File: src/rtl/wr_guard.sv
module wr_guard #(
  parameter int AW = 11,
  parameter int DW = 8
) (
  input  logic          clk,
  input  logic          rst_n,
  input  logic          prot_en,
  input  logic [1:0]    blk_sel,
  input  logic          wr_ctrl,
  input  logic [AW-1:0] wr_addr,
  input  logic          reg_upd,
  input  logic [DW-1:0] wr_data,
  output logic          wr_ok
);
  localparam int ROW_W = 4;
  localparam int FLAG_BIT = 2;

  logic [DW-1:0] prot_q;
  logic [AW-1:0] bound;
  logic          armed;

  always_ff @(posedge clk or negedge rst_n)
    if (!rst_n) prot_q <= '0;
    else if (reg_upd && !wr_ctrl) prot_q <= wr_data;

  assign bound = {1'b1, blk_sel, prot_q[DW-1 -: ROW_W], {(AW-3-ROW_W){1'b0}}};
  assign armed = prot_en && prot_q[FLAG_BIT];
  assign wr_ok = !wr_ctrl && !(armed && (wr_addr >= bound));
endmodule

File: config.mk
export PLATFORM = sky130hd
export DESIGN_NAME = wr_guard
export DESIGN_NICKNAME = d
export VERILOG_FILES = /design/src/rtl/wr_guard.sv
export SDC_FILE = /design/constraint.sdc
export NUM_CORES = 1
export LEC_CHECK = 0
export CAP_MARGIN = 30
export CORE_AREA = 8 8 45 47
export CTS_BUF_LIST = sky130_fd_sc_hd__clkbuf_16
export DETAILED_ROUTE_END_ITERATION = 7
export DIE_AREA = 0 0 53 55
export PLACE_DENSITY = 0.76
export SETUP_SLACK_MARGIN = 0.5
export SKIP_LAST_GASP = 1
export SYNTH_ARGS = -nofsm -noshare
export SYNTH_HDL_FRONTEND = slang
export SYNTH_SLANG_ARGS = --single-unit
export TNS_END_PERCENT = 20
File: constraint.sdc
create_clock -name clk -period 2.28 [get_ports clk]
set_input_delay 0.57 -clock clk [delete_from_list [all_inputs] [get_ports clk]]
set_output_delay 0.57 -clock clk [all_outputs]
set_load 0.005 [all_outputs]
==> metrics, run 1 <==
run status=complete, no violations; largest area contributor in the netlist=dfrtp_1; clock network power share=0.578; Final Slew Violations=0; Root Driver=clkbuf_16; fraction of synthesized cell area taken by the top area cell type=0.348; family of cells with the greatest summed delay on the critical path=buffers and inverters; max capacitance violation total=0; Final Cycle Share=0.956; Comb pwr share=0.200; worst hold-check path type=reg -> reg; share of final-layout standard cells stronger than drive strength 1=0.254; critical path endpoint category=output pin; post-CTS clock slew at the launch and capture registers of the worst setup and hold paths=around 0.030 ns; most flop-heavy register=prot_q; number of buffers created by CTS=3; Layout Nets=100; vertical die dimension=approximately 55 um; number of flip-flops in the largest register=5; summed instance area of the synthesized netlist=approximately 360 um^2; cell count of the worst reg-to-reg path=1; vias in the first global route=slightly below 400; synthesized instance count=40; peak fanout along the critical path=3; number of enable-type register cells in the synthesized netlist=0; final setup fails=0; endpoint arrival time on the critical path=about 1.6 ns; instance area at placement=approximately 640 um^2; RSZ-0062 raised after global routing=true; horizontal die dimension=between 50 and 60 um; DR iter-0 viols=0; total length of routed wires=about 1.0 mm; minimum setup slack in the final design=between 0.1 and 0.15 ns; initial antenna violation count=0; core occupancy in the finished layout=0.536; largest cells by area after synthesis=dfrtp_1, ha_1, inv_1; ANT cells=0; clock tree from TritonCTS=yes; wire length of the first global-routing pass=roughly 1.7 mm; largest stage delay on the critical path=between 0.2 and 0.3 ns; die area=just under 3000 um^2; H-tree levels=1; Switching Share=0.201; number of fill cells in the layout=approximately 140; worst-case setup slack after placement=-0.744 ns; Min Hold Slack=around 0.50 ns; Hold Vio Cnt, Final=0; routed len/inst=between 10 and 15 um; Worst Path Required=between 1.5 and 2 ns; worst-path cell with the longest stage delay=dlygate4sd2_1; post-detailed-route via-to-cell ratio=approximately 4.4; Ys Warns=0; clock sink count=5; final cell area excluding filler cells=about 740 um^2; total overflow reported by the global router=0; cell internal power dissipation=approximately 0.00039 W; Total Power Consumption=approximately 0.00048 W; half-perimeter wire length after placement=a little over 800 um; depth of the worst hold-timing path=1; final clock skew=0 ns; power per standard cell area=about 650 nW/um^2; Site Rows=14; ANT nets after route=0; Max Clock Freq=~460 MHz; IO buf count=23; Area Growth Syn to Fin=107%; switching power=between 0.00009 and 0.0001 W; beginning of the worst hold path=prot_q[2]; area of the core=between 1000 and 1500 um^2; power share of the sequential group=0.222; worst path bufs/invs=2; fraction of the yosys area taken by sequential cells=0.348; VDD IR-drop max=0.783 mV; registers with the most flip-flops=prot_q: 5 flops; GRT Resource Usage Total=0.0805; initial core utilization=0.259; depth of the critical timing path with buffers and inverters included=6; critical path launch point type=input port; total I/O pin count=27; number of library cell types mapped by synthesis=16; leakage power figure=0.325 nW; Reg area=between 100 and 150 um^2; actual transition at the worst max-transition pin=approximately 0.23 ns; average size of a mapped cell=around 9 um^2; async set or reset register ratio after synthesis=1.00; GP Congestion=0.746; multi-input gate area in the final layout=about 260 um^2; clock buffer depth=2; series of cell instances along the critical path=dlygate4sd2_1, ha_4, a21oi_2, a21oi_1, nor3_1, buf_2; insertion delay to the later sink of the worst-skew pair=0.22 ns; total iterations of the first detailed-routing run=1; pin count of the biggest net entering global routing=9; critical setup path kind=in -> out; dominant synthesized flop cell=dfrtp_1; fin crit period=2.18 ns; flip-flop and latch count after synthesis=5; synthesized net count=72; worst setup path startpoint=wr_addr[9]; Worst R2R Start=prot_q[4]; Max transition margin=0.844; vias post-DR=around 360; Remaining DRCs=0
==> area by class of cell <==
| class | instances | share of cell area |
|---|---|---|
| clock inverter | 1 | 0.00506 |
| inverter | 7 | 0.0455 |
| clock buffer | 3 | 0.101 |
| multi-input combinational | 27 | 0.354 |
| sequential | 5 | 0.169 |
| timing repair buffer | 24 | 0.298 |
| tap | 16 | 0.0270 |
==> cell families after synthesis <==
family                     after synthesis  synth area share
and+or+nand+nor                         12             0.185
buffers and inverters                    8            0.0871
AOI/OAI and AO/OA                        7             0.108
adders and majority gates                6             0.209
DFF                                      5             0.348
muxes                                    2            0.0627
==> power by group through the flow <==
stage	Combinational, W	Sequential, W	Clock, W
6_report	0.0000966	0.000107	0.000279
5_1_grt	0.000111	0.000108	0.000295
4_1_cts	0.0000961	0.000108	0.000284
3_5_place_dp	0.0000958	0.000109	0
3_3_place_gp	0.0000936	0.000108	0
2_1_floorplan	0.0000430	0.000107	0
==> cells in the mapped netlist (2+ instances only) <==
cell type and count:
nand3_1 3, nand2_1 3, nor2b_1 2, o21ai_0 3, dfrtp_1 5, mux2_1 2, ha_1 6, a21oi_1 2
inv_1 7
==> per-stage QoR <==
stage / std cells / setup TNS, ns
after global placement: 79 / -0.742
after global routing: 83 / -0.0135
final: 83 / 0
after floorplan: 40 / 0
after CTS: 83 / 0
after detailed placement: 79 / -0.744
==> timing repair <==
action	CTS	global route
hold buffers	0	0
setup endpoints to repair	1	1
pin swaps	11	0
buffers inserted	0	0
gates resized for setup	31	1
cloned	0	0
==> final timing paths <==
check	to	slack, ns
max	wr_ok	0.10
min	prot_q[2]	0.50
max reg2reg	prot_q[4]	1.48
min reg2reg	prot_q[2]	0.50
max in group asynchronous	prot_q[4]	1.51
min in group asynchronous	prot_q[2]	0.57
==> layer usage <==
metal,vias to the layer above,part of all wire,track usage
met5,-,0,0
met4,0,0,0.0259
met3,0,0.13,0.0588
met2,19,0.41,0.121
met1,152,0.46,0.0870
li1,191,-,-
==> layout by cell type (no fill, tap or decap), drive strengths merged, types with 2 or more instances in the layout <==
cell type	netlist	final
nand3	3	3
ha	6	6
a21oi	2	2
clkbuf	0	3
mux2	2	2
o21ai	4	4
dlygate4sd2	0	9
nor2b	2	2
inv	7	8
nand2	3	3
buf	1	4
dfrtp	5	5
clkdlybuf4s50	0	10
No activity file was read; power rests on OpenSTA's default activity.
==> run 2, diff against run 1 <==
- SKIP_LAST_GASP: 1 -> default
- TNS_END_PERCENT: 20 -> 1
==> metrics, run 2 (synthesized netlist as in run 1, its figures left out) <==
run status=complete, no violations; total of hold buffers inserted after clock tree synthesis=0 (unchanged); Layout Nets=100 (unchanged); actual transition at the worst max-transition pin=0.234 ns (unchanged); pin count of the biggest net entering global routing=9 (unchanged); Final Cycle Share=0.956 (about the same); post-detailed-route via-to-cell ratio=4.36 (unchanged); area of the core=1380 um^2 (unchanged); Worst Path Required=1.71 ns (about the same); max capacitance violation total=0 (unchanged); Worst R2R Start=prot_q[4]; initial core utilization=0.259 (unchanged); total length of routed wires=1.02 mm (-0.20%); total overflow reported by the global router=0 (unchanged); Reg area=125 um^2 (unchanged); clock buffer depth=2 (unchanged); fin crit period=2.18 ns (+0.000976 ns); final setup fails=0 (unchanged); number of flip-flops in the largest register=5 (unchanged); largest stage delay on the critical path=0.23 ns (-0.03 ns); number of buffers created by CTS=3 (unchanged); clock tree from TritonCTS=yes; registers with the most flip-flops=prot_q: 5 flops; vias post-DR=362 (unchanged); most common cell after layout, fill and taps aside=clkdlybuf4s50_1; RSZ-0062 raised after global routing=true; most frequent cells in the layout=clkdlybuf4s50_1, dlygate4sd2_1, inv_1, dfrtp_1, ha_4; GRT Max-Usage Layer=met2; most flop-heavy register=prot_q; insertion delay to the later sink of the worst-skew pair=0.22 ns (about the same); VDD IR-drop max=0.783 mV (about the same); endpoint arrival time on the critical path=1.61 ns (about the same); power per standard cell area=650 nW/um^2 (-0.15%); final clock skew=0 ns (unchanged); peak fanout along the critical path=1 (-2); worst-path cell with the longest stage delay=ha_4; critical setup path kind=in -> out; Final Slew Violations=0 (unchanged); series of cell instances along the critical path=buf_8, inv_8, ha_4, nor3b_4, nand4_1, a311oi_2, nor3_1, buf_2; met1 GRT Util=0.0870 (unchanged); Root Driver=clkbuf_16; Max transition margin=0.844 (unchanged); wire length of the first global-routing pass=1.73 mm (unchanged); GRT Resource Usage Total=0.0805 (unchanged); IO buf count=23 (unchanged); H-tree levels=1 (unchanged); ANT cells=0 (unchanged); total I/O pin count=27 (unchanged); beginning of the worst hold path=prot_q[2]; Area Growth Syn to Fin=108%; worst setup path startpoint=wr_addr[4]; setup fix buffers added after clock tree synthesis=0 (unchanged); number of cells in the design after placement=79 (unchanged); critical path launch point type=input port; DR iter-0 viols=0 (unchanged); Max Clock Freq=459 MHz (about the same); Hold Vio Cnt, Final=0 (unchanged); worst hold-check path type=reg -> reg; share of final-layout standard cells stronger than drive strength 1=0.254 (unchanged); initial antenna violation count=0 (unchanged); met2 demand-to-capacity share in global routing=0.121 (unchanged); multi-input gate area in the final layout=269 um^2 (+2.4%); post-CTS clock slew at the launch and capture registers of the worst setup and hold paths=0.03 ns (about the same); number of fill cells in the layout=139 (unchanged); Remaining DRCs=0 (unchanged); half-perimeter wire length after placement=819 um (unchanged); critical path endpoint category=output pin; die area=2920 um^2 (unchanged); global routing usage on met3=0.0588 (unchanged); clock sink count=5 (unchanged); routed len/inst=12.2 um (-0.20%); vias in the first global route=397 (unchanged); Site Rows=14 (unchanged); GP Congestion=0.746 (unchanged); horizontal die dimension=53 um (unchanged); final instance count without filler cells=83 (unchanged); leakage power figure=0.328 nW (+0.89%); setup_tns=0 ns (unchanged); vertical die dimension=55 um (unchanged); ANT nets after route=0 (unchanged); total iterations of the first detailed-routing run=1 (unchanged)
==> run 2: cell types whose count changed in the layout (fill, tap and decap cells not counted) <==
cell     previous run  this run
nor3b_2             1         0
nor3b_4             0         1
==> run 2: final timing paths <==
path,end,slack (ns),cells after the start
max,wr_ok,0.1,8
min,prot_q[2],0.50,1
max reg2reg,prot_q[4],1.48,1
min reg2reg,prot_q[2],0.50,1
max in group asynchronous,prot_q[4],1.51,1
min in group asynchronous,prot_q[2],0.57,1
==> run 2: area by class of cell <==
| class | count | area share |
|---|---|---|
| Clock buffer | 3 | 0.100 |
| Clock inverter | 1 | 0.00502 |
| Inverter | 7 | 0.0452 |
| Multi-Input combinational cell | 27 | 0.360 |
| Sequential cell | 5 | 0.167 |
| Tap cell | 16 | 0.0268 |
| Timing Repair Buffer | 24 | 0.296 |
==> run 2: metrics by stage <==
stage	power, W	hold slack [ns]	util	cell area (um^2)	worst slack, ns
5_1_grt	0.000519	0.528	0.541	748	0.00249
4_1_cts	0.000488	0.510	0.532	736	0.0979
6_report	0.000487	0.499	0.541	748	0.0998
2_1_floorplan	0.000150	0.274	-	392	0.381
3_3_place_gp	0.000201	0.484	0.466	644	-0.742
3_5_place_dp	0.000205	0.500	0.466	644	-0.744
==> run 2: timing repair <==
item	in CTS	in global routing
pin swaps	11	0
setup endpoints to repair	1	1
gates resized for setup	31	2
==> run 2: power breakdown <==
part           switching (W)  leakage (nW)  internal, W
Sequential        0.00000582        0.0604     0.000101
Combinational      0.0000392         0.225    0.0000607
Clock              0.0000528        0.0423     0.000227
Total              0.0000978         0.328     0.000389
==> run 2: layer usage <==
layer,share of wire,vias to the layer above
met1,0.46,152
met5,0,-
met3,0.13,0
li1,-,191
met4,0,0
met2,0.41,19
==> run 2: worst max-delay path: cells and delay by family <==
family | cells | cell delay [ns]
AND/OR/NAND/NOR | 3 | 0.34
buffers and inverters | 3 | 0.24
adder cells (fa/ha/maj) | 1 | 0.23
AO/OA/AOI/OAI | 1 | 0.22
==> run 3, diff against run 2 <==
- clock period: 2.28 -> 2.7 ns (I/O delays scaled with it)
==> metrics, run 3 (synthesized netlist as in run 1, its figures left out) <==
final instance count without filler cells=83 (unchanged); endpoint arrival time on the critical path=1.70 ns (+0.09 ns); Layout Nets=100 (unchanged); cell count of the worst reg-to-reg path=1 (unchanged); Worst Hold Endpoint=prot_q[2]; Site Rows=14 (unchanged); critical path launch point type=input port; most flop-heavy register=prot_q; largest stage delay on the critical path=0.28 ns (+0.05 ns); DR iter-0 viols=5 (+5); worst hold-check path type=reg -> reg; worst-path cell with the longest stage delay=ha_4; most common cell after layout, fill and taps aside=clkdlybuf4s50_1; depth of the worst hold-timing path=1 (unchanged); Max Clock Freq=about 420 MHz; critical setup path kind=in -> out; wire length of the first global-routing pass=1.75 mm (+0.81%); fin crit period=approximately 2.4 ns; Hold Vio Cnt, Final=0 (unchanged); number of flip-flops in the largest register=5 (unchanged); VDD IR-drop max=0.375 mV (-52%); Final Slew Violations=0 (unchanged); IO buf count=23 (unchanged); clock sink count=5 (unchanged); peak fanout along the critical path=2 (+1); area of the core=1380 um^2 (unchanged); max capacitance violation total=0 (unchanged); Area Growth Syn to Fin=106%; number of buffers created by CTS=3 (unchanged); Min Hold Slack=0.540 ns (+0.0405 ns); routed len/inst=12.6 um (+2.8%); leakage power figure=0.325 nW (-1.0%); RSZ-0062 raised after global routing=true; switching power=0.0000811 W (-17%); total overflow reported by the global router=0 (unchanged); total I/O pin count=27 (unchanged); die area=2920 um^2 (unchanged); most frequent cells in the layout=clkdlybuf4s50_1, dlygate4sd2_1, inv_1, dfrtp_1, ha_4; setup slack, reg-to-reg=1.89 ns (+0.41 ns); Root Driver=clkbuf_16; clock network power share=0.577 (+0.003); registers with the most flip-flops=prot_q: 5 flops; Final Cycle Share=0.878; critical path endpoint category=output pin; endpoint of the worst-slack reg-to-reg timing path=prot_q[2]; pin count of the biggest net entering global routing=9 (unchanged); ANT nets after route=0 (unchanged); vias post-DR=369 (+1.9%); vias in the first global route=399 (+0.50%); post-CTS clock slew at the launch and capture registers of the worst setup and hold paths=0.03 ns (about the same); setup_tns=0 ns (unchanged); Comb pwr share=0.200 (-0.005); half-perimeter wire length after placement=835 um (+2.0%); Worst R2R Start=prot_q[2]; Max transition margin=0.843 (-0.000918); share of final-layout standard cells stronger than drive strength 1=0.254 (unchanged); H-tree levels=1 (unchanged); Remaining DRCs=0 (unchanged); vertical die dimension=55 um (unchanged); core occupancy in the finished layout=0.533 (-0.00723); run status=complete, no violations; Worst Path Required=2.03 ns (+0.32 ns); ANT cells=0 (unchanged); total length of routed wires=1.04 mm (+2.8%); number of fill cells in the layout=138 (-0.72%); power share of the sequential group=0.223 (+0.003); final setup fails=0 (unchanged); actual transition at the worst max-transition pin=0.235 ns (+0.00137 ns); clock buffer depth=2 (unchanged); GRT Resource Usage Total=0.0817 (+0.00127); horizontal die dimension=53 um (unchanged); worst path bufs/invs=2 (-1); power per standard cell area=551 nW/um^2 (-15%); total iterations of the first detailed-routing run=4 (+3); cell internal power dissipation=0.000326 W (-16%); Switching Share=0.199 (-0.00176); GP Congestion=0.678 (-9.1%); post-detailed-route via-to-cell ratio=4.45 (+1.9%); beginning of the worst hold path=prot_q[2]; insertion delay to the later sink of the worst-skew pair=0.22 ns (about the same); clock tree from TritonCTS=yes; series of cell instances along the critical path=dlygate4sd2_1, ha_4, nand3_1, a311oi_2, nor3_1, buf_2; Total Power Consumption=0.000407 W (-16%); number of cells in the design after placement=79 (unchanged); initial antenna violation count=0 (unchanged); family of cells with the greatest summed delay on the critical path=buffers and inverters; final clock skew=0 ns (unchanged); initial core utilization=0.259 (unchanged)
-- run 3: cell counts in the layout (fill, tap and decap cells not counted) --
No cell type changed its count.
-- run 3: timing repair --
action                                  in CTS  in global routing
hold buffers                                 0                  0
pin swaps                                   11                  0
resized for setup                           32                  0
buffers inserted                             0                  0
endpoints found under the setup margin       1                  1
-- run 3: final cells by class --
type / count / area, um^2 / area share
clock buffer: 3 / 75.1 / 0.102
clock inverter: 1 / 3.75 / 0.00508
inverter: 7 / 26.3 / 0.0356
multi-input combinational: 27 / 264 / 0.358
sequential: 5 / 125 / 0.169
tap: 16 / 20.0 / 0.0271
timing repair buffer: 24 / 224 / 0.303
-- run 3: how the worst max path moves through the flow --
| stage | slack (ns) | cells past startpoint | to | from |
|---|---|---|---|---|
| after floorplan | 0.52 | 6 | wr_ok | wr_addr[4] |
| after global placement | -0.46 | 8 | wr_ok | wr_addr[4] |
| after detailed placement | -0.46 | 8 | wr_ok | wr_addr[4] |
| after CTS | 0.32 | 8 | wr_ok | wr_addr[4] |
| after global routing | 0.24 | 8 | wr_ok | wr_addr[4] |
| final | 0.33 | 6 | wr_ok | wr_addr[8] |
-- run 3: metrics by stage --
stage | setup slack, ns | area (um^2)
final | 0.329 | 738
after global routing | 0.241 | 738
after CTS | 0.322 | 738
after detailed placement | -0.458 | 612
after global placement | -0.462 | 612
after floorplan | 0.519 | 359
-- run 3: power by group through the flow --
stage / clock [W] / sequential [W] / combinational, W
3_5_place_dp: 0 / 0.0000903 / 0.0000755
4_1_cts: 0.000238 / 0.0000911 / 0.0000812
6_report: 0.000235 / 0.0000910 / 0.0000813
2_1_floorplan: 0 / 0.0000890 / 0.0000328
5_1_grt: 0.000247 / 0.0000922 / 0.0000936
3_3_place_gp: 0 / 0.0000897 / 0.0000733
-- run 3: per-layer routing --
| layer | vias up | track usage | wire length [um] |
|---|---|---|---|
| met1 | 165 | 0.0829 | 438 |
| li1 | 190 | - | - |
| met2 | 14 | 0.145 | 537 |
| met3 | 0 | 0.0401 | 67 |
| met5 | - | 0 | 0 |
| met4 | 0 | 0.0259 | 0 |
